[src/rtl/lpm_pkg.sv]
package lpm_pkg;
   typedef enum logic [2:0] {
      ST_RUN    = 3'd0,
      ST_SLEEP  = 3'd1,
      ST_SWSTBY = 3'd2,
      ST_SETTLE = 3'd3,
      ST_HWSTBY = 3'd4
   } lpm_state_e;

   localparam logic [1:0] REF_NORMAL = 2'd0;
   localparam logic [1:0] REF_SELF   = 2'd1;
   localparam logic [1:0] REF_OFF    = 2'd2;

   localparam logic [1:0] SEL_CTRL   = 2'd0;
   localparam logic [1:0] SEL_STOP   = 2'd1;
   localparam logic [1:0] SEL_DIV    = 2'd2;
   localparam logic [1:0] SEL_SETTLE = 2'd3;

   typedef struct packed {
      logic       core;
      logic       periph;
      logic       cpg;
      logic       hiz;
      logic [1:0] refresh;
   } lpm_ctl_s;
endpackage

[src/rtl/lpm_pin_sync.sv]
module lpm_pin_sync #(
   parameter int STAGES = 2
) (
   input  logic clk,
   input  logic rst_n,
   input  logic pin_n,
   output logic req
);
   generate
      if (STAGES == 0) begin : g_direct
         assign req = ~pin_n;
      end else begin : g_chain
         logic [STAGES-1:0] sync_q;
         always_ff @(posedge clk or negedge rst_n) begin
            if (!rst_n) sync_q <= '0;
            else if (STAGES == 1) sync_q <= ~pin_n;
            else sync_q <= {sync_q[STAGES-2:0], ~pin_n};
         end
         assign req = sync_q[STAGES-1];
      end
   endgenerate
endmodule

[src/rtl/lpm_cfg_regs.sv]
module lpm_cfg_regs
   import lpm_pkg::*;
#(
   parameter int NUM_MOD  = 8,
   parameter int CODE_W   = 4,
   parameter int MAX_CODE = 9
) (
   input  logic               clk,
   input  logic               rst_n,
   input  logic               wr_en,
   input  logic [1:0]         wr_sel,
   input  logic [NUM_MOD-1:0] wr_data,
   output logic               stby_sel,
   output logic               pin_keep,
   output logic [NUM_MOD-1:0] stop_q,
   output logic [NUM_MOD-1:0] div_q,
   output logic [CODE_W-1:0]  code_q
);
   localparam logic [CODE_W-1:0] CODE_LIM = CODE_W'(MAX_CODE);

   logic [CODE_W-1:0] code_in;
   assign code_in = wr_data[CODE_W-1:0];

   always_ff @(posedge clk or negedge rst_n) begin
      if (!rst_n) begin
         stby_sel <= 1'b0;
         pin_keep <= 1'b0;
         stop_q   <= '0;
         div_q    <= '0;
         code_q   <= '0;
      end else if (wr_en) begin
         unique case (wr_sel)
            SEL_CTRL: begin
               stby_sel <= wr_data[0];
               pin_keep <= wr_data[1];
            end
            SEL_STOP:   stop_q <= wr_data;
            SEL_DIV:    div_q  <= wr_data;
            SEL_SETTLE: code_q <= (code_in > CODE_LIM) ? CODE_LIM : code_in;
            default: ;
         endcase
      end
   end
endmodule

[src/rtl/lpm_settle_timer.sv]
module lpm_settle_timer #(
   parameter int CODE_W   = 4,
   parameter int MIN_LOG2 = 3,
   parameter int MAX_CODE = 9
) (
   input  logic              clk,
   input  logic              rst_n,
   input  logic              load,
   input  logic [CODE_W-1:0] code,
   output logic              done
);
   localparam int CNT_W = MIN_LOG2 + MAX_CODE + 1;

   logic [CNT_W-1:0] cnt_q;
   logic [CNT_W-1:0] span;

   assign span = CNT_W'(1) << (MIN_LOG2 + int'(code));
   assign done = (cnt_q == '0);

   always_ff @(posedge clk or negedge rst_n) begin
      if (!rst_n) cnt_q <= '0;
      else if (load) cnt_q <= span - CNT_W'(1);
      else if (!done) cnt_q <= cnt_q - CNT_W'(1);
   end
endmodule

[src/rtl/lpm_state_fsm.sv]
module lpm_state_fsm
   import lpm_pkg::*;
(
   input  logic       clk,
   input  logic       rst_n,
   input  logic       stby_req,
   input  logic       sleep_req,
   input  logic       stby_sel,
   input  logic       irq,
   input  logic       nmi,
   input  logic       dma_addr_err,
   input  logic       settle_done,
   output logic       settle_start,
   output lpm_state_e state_q
);
   lpm_state_e state_d;
   logic       wake_any;

   assign wake_any     = irq | nmi | dma_addr_err;
   assign settle_start = (state_q == ST_SWSTBY) && nmi && !stby_req;

   always_comb begin
      state_d = state_q;
      if (stby_req) begin
         state_d = ST_HWSTBY;
      end else begin
         unique case (state_q)
            ST_RUN:
               if (sleep_req && !wake_any)
                  state_d = stby_sel ? ST_SWSTBY : ST_SLEEP;
            ST_SLEEP:
               if (wake_any) state_d = ST_RUN;
            ST_SWSTBY:
               if (nmi) state_d = ST_SETTLE;
            ST_SETTLE:
               if (settle_done) state_d = ST_RUN;
            ST_HWSTBY:
               state_d = ST_HWSTBY;
            default:
               state_d = ST_RUN;
         endcase
      end
   end

   always_ff @(posedge clk or negedge rst_n) begin
      if (!rst_n) state_q <= ST_RUN;
      else state_q <= state_d;
   end
endmodule

[src/rtl/lpm_seq_ctrl.sv]
module lpm_seq_ctrl
   import lpm_pkg::*;
#(
   parameter int NUM_MOD     = 8,
   parameter int SYNC_STAGES = 2,
   parameter int CODE_W      = 4,
   parameter int MIN_LOG2    = 3,
   parameter int MAX_CODE    = 9
) (
   input  logic               clk,
   input  logic               por_n,
   input  logic               hw_stby_n,
   input  logic               sleep_req,
   input  logic               irq,
   input  logic               nmi,
   input  logic               dma_addr_err,
   input  logic               wr_en,
   input  logic [1:0]         wr_sel,
   input  logic [NUM_MOD-1:0] wr_data,
   output logic [2:0]         state_o,
   output logic               core_clk_en,
   output logic               periph_clk_en,
   output logic               cpg_en,
   output logic               pin_hiz,
   output logic [1:0]         refresh_mode,
   output logic [NUM_MOD-1:0] mod_clk_en,
   output logic [NUM_MOD-1:0] mod_div_sel
);
   initial begin
      if (NUM_MOD < CODE_W) $fatal(1, "NUM_MOD must cover the settle code field");
      if (CODE_W < 1 || MAX_CODE >= (1 << CODE_W)) $fatal(1, "MAX_CODE does not fit CODE_W");
      if (SYNC_STAGES < 0) $fatal(1, "SYNC_STAGES must be non-negative");
      if (MIN_LOG2 < 1) $fatal(1, "MIN_LOG2 must be at least 1");
   end

   logic               stby_req;
   logic               stby_sel;
   logic               pin_keep;
   logic [NUM_MOD-1:0] stop_q;
   logic [NUM_MOD-1:0] div_q;
   logic [CODE_W-1:0]  code_q;
   logic               settle_start;
   logic               settle_done;
   lpm_state_e         state_q;
   lpm_ctl_s           ctl;

   lpm_pin_sync #(.STAGES(SYNC_STAGES)) u_sync (
      .clk   (clk),
      .rst_n (por_n),
      .pin_n (hw_stby_n),
      .req   (stby_req)
   );

   lpm_cfg_regs #(.NUM_MOD(NUM_MOD), .CODE_W(CODE_W), .MAX_CODE(MAX_CODE)) u_cfg (
      .clk      (clk),
      .rst_n    (por_n),
      .wr_en    (wr_en),
      .wr_sel   (wr_sel),
      .wr_data  (wr_data),
      .stby_sel (stby_sel),
      .pin_keep (pin_keep),
      .stop_q   (stop_q),
      .div_q    (div_q),
      .code_q   (code_q)
   );

   lpm_settle_timer #(.CODE_W(CODE_W), .MIN_LOG2(MIN_LOG2), .MAX_CODE(MAX_CODE)) u_timer (
      .clk   (clk),
      .rst_n (por_n),
      .load  (settle_start),
      .code  (code_q),
      .done  (settle_done)
   );

   lpm_state_fsm u_fsm (
      .clk          (clk),
      .rst_n        (por_n),
      .stby_req     (stby_req),
      .sleep_req    (sleep_req),
      .stby_sel     (stby_sel),
      .irq          (irq),
      .nmi          (nmi),
      .dma_addr_err (dma_addr_err),
      .settle_done  (settle_done),
      .settle_start (settle_start),
      .state_q      (state_q)
   );

   always_comb begin
      ctl = '{core: 1'b1, periph: 1'b1, cpg: 1'b1, hiz: 1'b0, refresh: REF_NORMAL};
      unique case (state_q)
         ST_RUN: ;
         ST_SLEEP:  ctl.core = 1'b0;
         ST_SWSTBY: ctl = '{core: 1'b0, periph: 1'b0, cpg: 1'b0,
                            hiz: !pin_keep, refresh: REF_SELF};
         ST_SETTLE: ctl = '{core: 1'b0, periph: 1'b0, cpg: 1'b1,
                            hiz: !pin_keep, refresh: REF_SELF};
         ST_HWSTBY: ctl = '{core: 1'b0, periph: 1'b0, cpg: 1'b0,
                            hiz: 1'b1, refresh: REF_OFF};
         default: ;
      endcase
      if (!hw_stby_n)
         ctl = '{core: 1'b0, periph: 1'b0, cpg: 1'b0, hiz: 1'b1, refresh: REF_OFF};
   end

   assign state_o       = state_q;
   assign core_clk_en   = ctl.core;
   assign periph_clk_en = ctl.periph;
   assign cpg_en        = ctl.cpg;
   assign pin_hiz       = ctl.hiz;
   assign refresh_mode  = ctl.refresh;

   generate
      for (genvar m = 0; m < NUM_MOD; m++) begin : g_mod
         assign mod_clk_en[m]  = ctl.periph & ~stop_q[m];
         assign mod_div_sel[m] = div_q[m];
      end
   endgenerate
endmodule

[config.mk]
export PLATFORM = sky130hd
export DESIGN_NAME = lpm_seq_ctrl
export DESIGN_NICKNAME = d
export VERILOG_FILES = /design/src/rtl/lpm_pkg.sv /design/src/rtl/lpm_pin_sync.sv /design/src/rtl/lpm_cfg_regs.sv /design/src/rtl/lpm_settle_timer.sv /design/src/rtl/lpm_state_fsm.sv /design/src/rtl/lpm_seq_ctrl.sv
export SDC_FILE = /design/constraint.sdc
export NUM_CORES = 1
export LEC_CHECK = 0
export BUFFER_PORTS_ARGS = -buffer_cell sky130_fd_sc_hd__buf_2
export CORE_MARGIN = 1
export CORE_UTILIZATION = 42
export DETAILED_ROUTE_END_ITERATION = 8
export GPL_TIMING_DRIVEN = 0
export PLACE_DENSITY = 0.69
export SLEW_MARGIN = 5
export SYNTH_ARGS = -nofsm -noshare
export SYNTH_HDL_FRONTEND = slang
export SYNTH_SLANG_ARGS = --single-unit
[constraint.sdc]
create_clock -name clk -period 3.17 [get_ports clk]
set_clock_uncertainty 0.1 [all_clocks]
set_input_delay 0.1585 -clock clk [delete_from_list [all_inputs] [get_ports clk]]
set_output_delay 0.1585 -clock clk [all_outputs]
set_load 0.05 [all_outputs]
==> impl_metrics.py, run 1 <==
metrics = {
    "timing": {
        "setup_tns_ps": 0,
        "fmax_mhz": 403,
        "rsz0062_at_grt": "false",
        "setup_viol": 0,
        "min_period_ps": 2480,
        "hold_violations": 0,
        "drv_slew": 0,
        "relSlewSlack_pct": 38.8,
        "max_slew.worst_pin.slew_ps": 917,
        "period_share_pct": 78.3,
    },
    "critical_path": {
        "crit_path_end_kind": "flip-flop",
        "cp_slowest_stage_delay_ps": 390,
        "slowest_stage": "dfrtp_1",
        "worstPathMaxFanout": 10,
        "critical_path_arrival_ps": 2600,
        "path_cells": "buf_6, nand4bb_4, buf_6, or2_4, buf_6, nand2_1, ha_1, clkbuf_1, nand4_1, xor2_1, o22ai_1",
        "required_ps": 3290,
        "critPathLaunchType": "flip-flop",
        "setup.worst_path.class": "reg -> reg",
        "reg2reg_slack_ps": 690,
        "cpMostUsedCell": "buf_6",
    },
    "synthesis": {
        "synth_top_area_cell": "dfrtp_1",
        "ys.flop_type": "dfrtp_1",
        "syn_avg_cell_area_um2": 10.4,
        "synth-seq-area-share_pct": 47.1,
        "synth_top_area_share_pct": 47.1,
        "ys_ff_latch": 40,
        "synth_warnings": 0,
        "synth_area_um2": 2130,
        "syn_inst": 204,
        "synth_area_leaders": "dfrtp_1, mux2_2, nor2_1",
        "async_reset_ff_share_pct": 100,
        "synth-edff-count": 0,
        "yosys.cell_types.count": 44,
        "syn_nets": 223,
    },
    "clocking": {
        "clockBufferDepth": 2,
        "cts.htree.levels": 2,
        "cts_sinks": 40,
        "post_cts_buffers": 0,
        "cts_tree": "done",
        "clk_pin_slew_worst_paths_ps": 80,
        "clk_latency_ps": 300,
        "numCtsBuffers": 5,
        "root_buffer": "clkbuf_8",
        "cts_resized": 0,
    },
    "run_status": {
        "status": "finished, final reports clean",
    },
    "route": {
        "wl_um": 4700,
        "dr_total_vias": 1747,
        "first_iter_violations": 131,
        "drcViolationCount": 0,
        "route.antenna.remaining_nets": 0,
        "wl_per_cell_um": 14.4,
        "vias_per_cell": 5.36,
        "first_pass_iters": 4,
    },
    "power_and_ir_drop": {
        "power_density_nw_per_um2": 672,
        "p_leak_uw": 0.00120,
        "ir_drop_mv": 0.346,
    },
    "global_routing": {
        "grt_pass1_wl_um": 7950,
        "grt_util_met1_pct": 26.6,
        "grt_use_met3_pct": 5.11,
        "grt_use_total_pct": 19.4,
        "grt.overflow.total": 0,
        "use_met2_pct": 30.1,
        "first_global_vias": 1677,
        "top_usage_layer": "met2",
        "grt_max_degree": 41,
        "antenna_found_initial": 0,
    },
    "cells_and_area": {
        "final_cell_mix": "buf_2, dfrtp_1, nor2_1, mux2_2, nand2_1",
        "drive_gt1_share_pct": 32.0,
        "finish.instance_area_um2": 2580,
        "final_common_cell": "buf_2",
        "finalNetCount": 277,
        "diodes": 0,
        "syn_to_final_growth_pct": 21.4,
    },
    "floorplanning": {
        "initial_core_util_pct": 44.4,
        "rows": 25,
        "dieWidth_um": 73.2,
        "die_area_um2": 5350,
        "io_pins": 43,
        "core_area_um2": 4790,
        "fp.dieH_um": 73.2,
    },
    "place": {
        "place_congestion": 0.842,
        "placed_area_um2": 2420,
        "port_buffers": 42,
        "dp_hpwl_um": 3200,
    },
    "run": {
        "maxCapViolations": 0,
    },
    "min_path": {
        "hold_class": "in -> reg",
    },
}
[critical path: cells and delay by family (launching register included)]
kind | cells | cell delay, ps
flip-flops | 1 | 390
buffers and inverters | 4 | 770
XOR/XNOR | 1 | 180
adder cells (fa/ha/maj) | 1 | 170
AND/OR/NAND/NOR | 4 | 650
AO/OA/AOI/OAI | 1 | 160
[cell families after synthesis]
group,synth area share (%)
AO/OA/AOI/OAI,11.7
buffers and inverters,4.23
multiplexers,12.4
XOR/XNOR,3.29
flip-flops,47.1
AND/OR/NAND/NOR,20.7
adder cells (fa/ha/maj),0.588
[path summary, 6_finish.rpt]
kind,startpoint,endpoint,cells after the start
worst max-delay path,u_fsm.state_q[2],u_timer.cnt_q[12],11
worst min-delay path,wr_data[4],u_cfg.div_q[4],2
worst max register to register,u_fsm.state_q[2],u_timer.cnt_q[12],11
worst min register to register,u_sync.g_chain.sync_q[0],u_sync.g_chain.sync_q[1],0
max in group asynchronous,por_n,u_timer.cnt_q[11],2
min in group asynchronous,por_n,u_cfg.stop_q[3],2
[sequential cells by signal (all words and copies together) (netlist names)]
register               flops
u_timer.cnt_q             13
u_sync.g_chain.sync_q      2
u_cfg.div_q                8
u_cfg.code_q               4
u_cfg.pin_keep             1
u_fsm.state_q              3
u_cfg.stby_sel             1
u_cfg.stop_q               8
[repair_timing]
item | in CTS | in global routing
hold buffers | 5 | 0
setup endpoints to repair | 0 | 0
endpoints found under the hold margin | 47 | 0
[metal layers]
layer  vias to the layer above  part of all wire (%)
met4                         0                   1.2
li1                        844                     -
met3                         7                   6.2
met5                         -                     0
met2                        63                    47
met1                       833                    45
[stage by stage]
step	worst slack (ps)	power, µW	hold slack, ps	utilization, %	instances
4_1_cts	661	1740	4.11	54.0	326
3_3_place_gp	698	1300	233	50.6	313
2_1_floorplan	609	1170	-237	-	204
3_5_place_dp	674	1310	240	50.6	313
5_1_grt	555	1840	5.75	54.0	326
6_report	687	1740	8.18	54.0	326
[report_power, final]
| part | switching, µW | internal (µW) |
|---|---|---|
| Combinational | 312 | 219 |
| Clock | 189 | 233 |
| Sequential | 138 | 646 |
[cell type report]
class                           count  area, µm²
Fill cell                         449       2200
Multi-Input combinational cell    147       1040
Sequential cell                    40       1000
Timing Repair Buffer               47        260
Tap cell                           67       83.8
Clock buffer                        5       68.8
Buffer                             10       63.8
Clock inverter                      3       42.5
Inverter                            7       26.3
[cells in the mapped netlist (2+ instances only)]
cell type / instances
a211oi_1: 2
a21oi_1: 8
a31oi_1: 4
buf_2: 3
buf_6: 3
clkbuf_1: 4
dfrtp_1: 40
inv_1: 7
mux2_2: 19
mux2i_1: 5
nand2_1: 15
nand2b_1: 5
nand3_1: 3
nand3b_1: 3
nand4_1: 2
nor2_1: 20
nor3_1: 12
nor3b_1: 3
nor4_1: 2
o211a_1: 2
o21ai_0: 8
o22ai_1: 6
xor2_1: 7
No activity file was read; power rests on OpenSTA's default activity.
==> run 2: changes to the inputs <==
Clock period 3.17 ns to 2.39 ns, I/O delays scaled along.
==> impl_metrics.py, run 2 (synthesized netlist as in run 1, its figures left out) <==
metrics = {
    "run_status": {
        "status": "finished, final reports clean",
    },
    "run": {
        "maxCapViolations": 0,
    },
    "route": {
        "wl_per_cell_um": 13.9,
        "first_iter_violations": 108,
        "first_pass_iters": 4,
        "wl_um": 4570,
        "route.antenna.remaining_nets": 0,
        "vias_per_cell": 5.28,
        "dr_total_vias": 1737,
        "drcViolationCount": 0,
    },
    "timing": {
        "setup_viol": 0,
        "min_period_ps": 2250,
        "setup_tns_ps": 0,
        "period_share_pct": 94.0,
        "max_slew.worst_pin.slew_ps": 897,
        "rsz0062_at_grt": "false",
        "fmax_mhz": 445,
        "hold_violations": 0,
        "worst_slack_ps": 145,
        "relSlewSlack_pct": 40.2,
        "drv_slew": 0,
    },
    "floorplanning": {
        "rows": 25,
        "core_area_um2": 4790,
        "dieWidth_um": 73.2,
        "fp.dieH_um": 73.2,
        "io_pins": 43,
        "die_area_um2": 5350,
        "initial_core_util_pct": 44.4,
    },
    "global_routing": {
        "grt_max_degree": 41,
        "first_global_vias": 1662,
        "grt_use_total_pct": 18.8,
        "grt_pass1_wl_um": 7460,
        "antenna_found_initial": 0,
        "grt.overflow.total": 0,
    },
    "critical_path": {
        "path_cells": "buf_6, nand4bb_4, buf_6, or2_4, buf_6, nand2_1, ha_1, buf_6, nand4_1, xor2_1, o22ai_1",
        "required_ps": 2510,
        "cp_slowest_stage_delay_ps": 410,
        "worstPathMaxFanout": 10,
        "critical_path_arrival_ps": 2370,
        "setup.worst_path.class": "reg -> reg",
        "critPathLaunchType": "flip-flop",
        "slowest_stage": "dfrtp_2",
        "crit_path_end_kind": "flip-flop",
        "cpMostUsedCell": "buf_6",
    },
    "min_path": {
        "hold_class": "in -> reg",
    },
    "clocking": {
        "post_cts_buffers": 0,
        "cts_tree": "done",
        "cts_sinks": 40,
        "clk_pin_slew_worst_paths_ps": 80,
        "numCtsBuffers": 5,
        "clockBufferDepth": 2,
        "root_buffer": "clkbuf_8",
        "cts.htree.levels": 2,
        "clk_latency_ps": 300,
    },
    "cells_and_area": {
        "top_register": "u_timer.cnt_q",
        "finish.utilization_pct": 55.0,
        "drive_gt1_share_pct": 33.6,
        "largest_reg_flops": 13,
        "final_common_cell": "buf_2",
        "final_cell_mix": "buf_2, dfrtp_1, nor2_1, mux2_2, nand2_1",
        "syn_to_final_growth_pct": 23.6,
        "finalNetCount": 280,
        "diodes": 0,
        "reg_top3": "u_timer.cnt_q: 13 flops, u_cfg.div_q: 8 flops, u_cfg.stop_q: 8 flops",
    },
    "place": {
        "preCtsSetupSlack_ps": 74.3,
        "port_buffers": 42,
        "place_congestion": 0.793,
        "dp_hpwl_um": 3210,
    },
    "power_and_ir_drop": {
        "power_density_nw_per_um2": 881,
        "ir_drop_mv": 0.534,
        "p_leak_uw": 0.00121,
        "power_uw": 2320,
    },
}
[run 2: layout make-up]
class | count | area (µm²)
fillers | 437 | 2160
clock buffers | 5 | 68.8
multi-input cells | 147 | 1040
repair buffers | 50 | 290
inverters | 7 | 26.3
well taps | 67 | 83.8
clock inverters | 3 | 42.5
flip-flops and latches | 40 | 1000
plain buffers | 10 | 71.3
[run 2: where the power goes]
| group | switching, µW | internal [µW] | total (µW) |
|---|---|---|---|
| clock network | 251 | 309 | 560 |
| registers | 180 | 857 | 1040 |
| logic | 413 | 308 | 720 |
| total | 844 | 1470 | 2320 |
[run 2: final timing paths]
path	slack [ps]	cells after the start	from	endpoint
worst max-delay path	140	11	u_fsm.state_q[2]	u_timer.cnt_q[12]
worst min-delay path	20	2	wr_data[3]	u_cfg.stop_q[3]
worst max register to register	140	11	u_fsm.state_q[2]	u_timer.cnt_q[12]
worst min register to register	260	0	u_sync.g_chain.sync_q[0]	u_sync.g_chain.sync_q[1]
max in group asynchronous	1190	2	por_n	u_fsm.state_q[2]
min in group asynchronous	380	2	por_n	u_timer.cnt_q[1]
[run 2: per-layer routing]
layer / GRT usage (%) / vias up / part of all wire, %
li1: - / 849 / -
met1: 22.8 / 829 / 45
met2: 30.6 / 52 / 48
met3: 5.80 / 7 / 5.7
met4: 8.28 / 0 / 1.4
met5: 0 / - / 0
[run 2: metrics by stage]
step	instances	cell area (µm²)	hold WS (ps)
global placement	313	2420	200
global route	329	2630	12.1
detailed placement	313	2420	201
CTS	329	2620	12.9
finish	329	2630	22.2
floorplan	204	2130	-276
[run 2: repair_timing]
item | in CTS | in global routing
gates resized for setup | 0 | 6
endpoints found under the hold margin | 51 | 0
hold buffers | 8 | 0
endpoints found under the setup margin | 0 | 12
[run 2: worst max-delay path, delay by kind of cell (launching register included)]
family                   cells  cell delay, ps
AO/OA/AOI/OAI                1             140
XOR/XNOR                     1             200
adder cells (fa/ha/maj)      1             180
buffers and inverters        4             570
flip-flops                   1             410
AND/OR/NAND/NOR              4             590
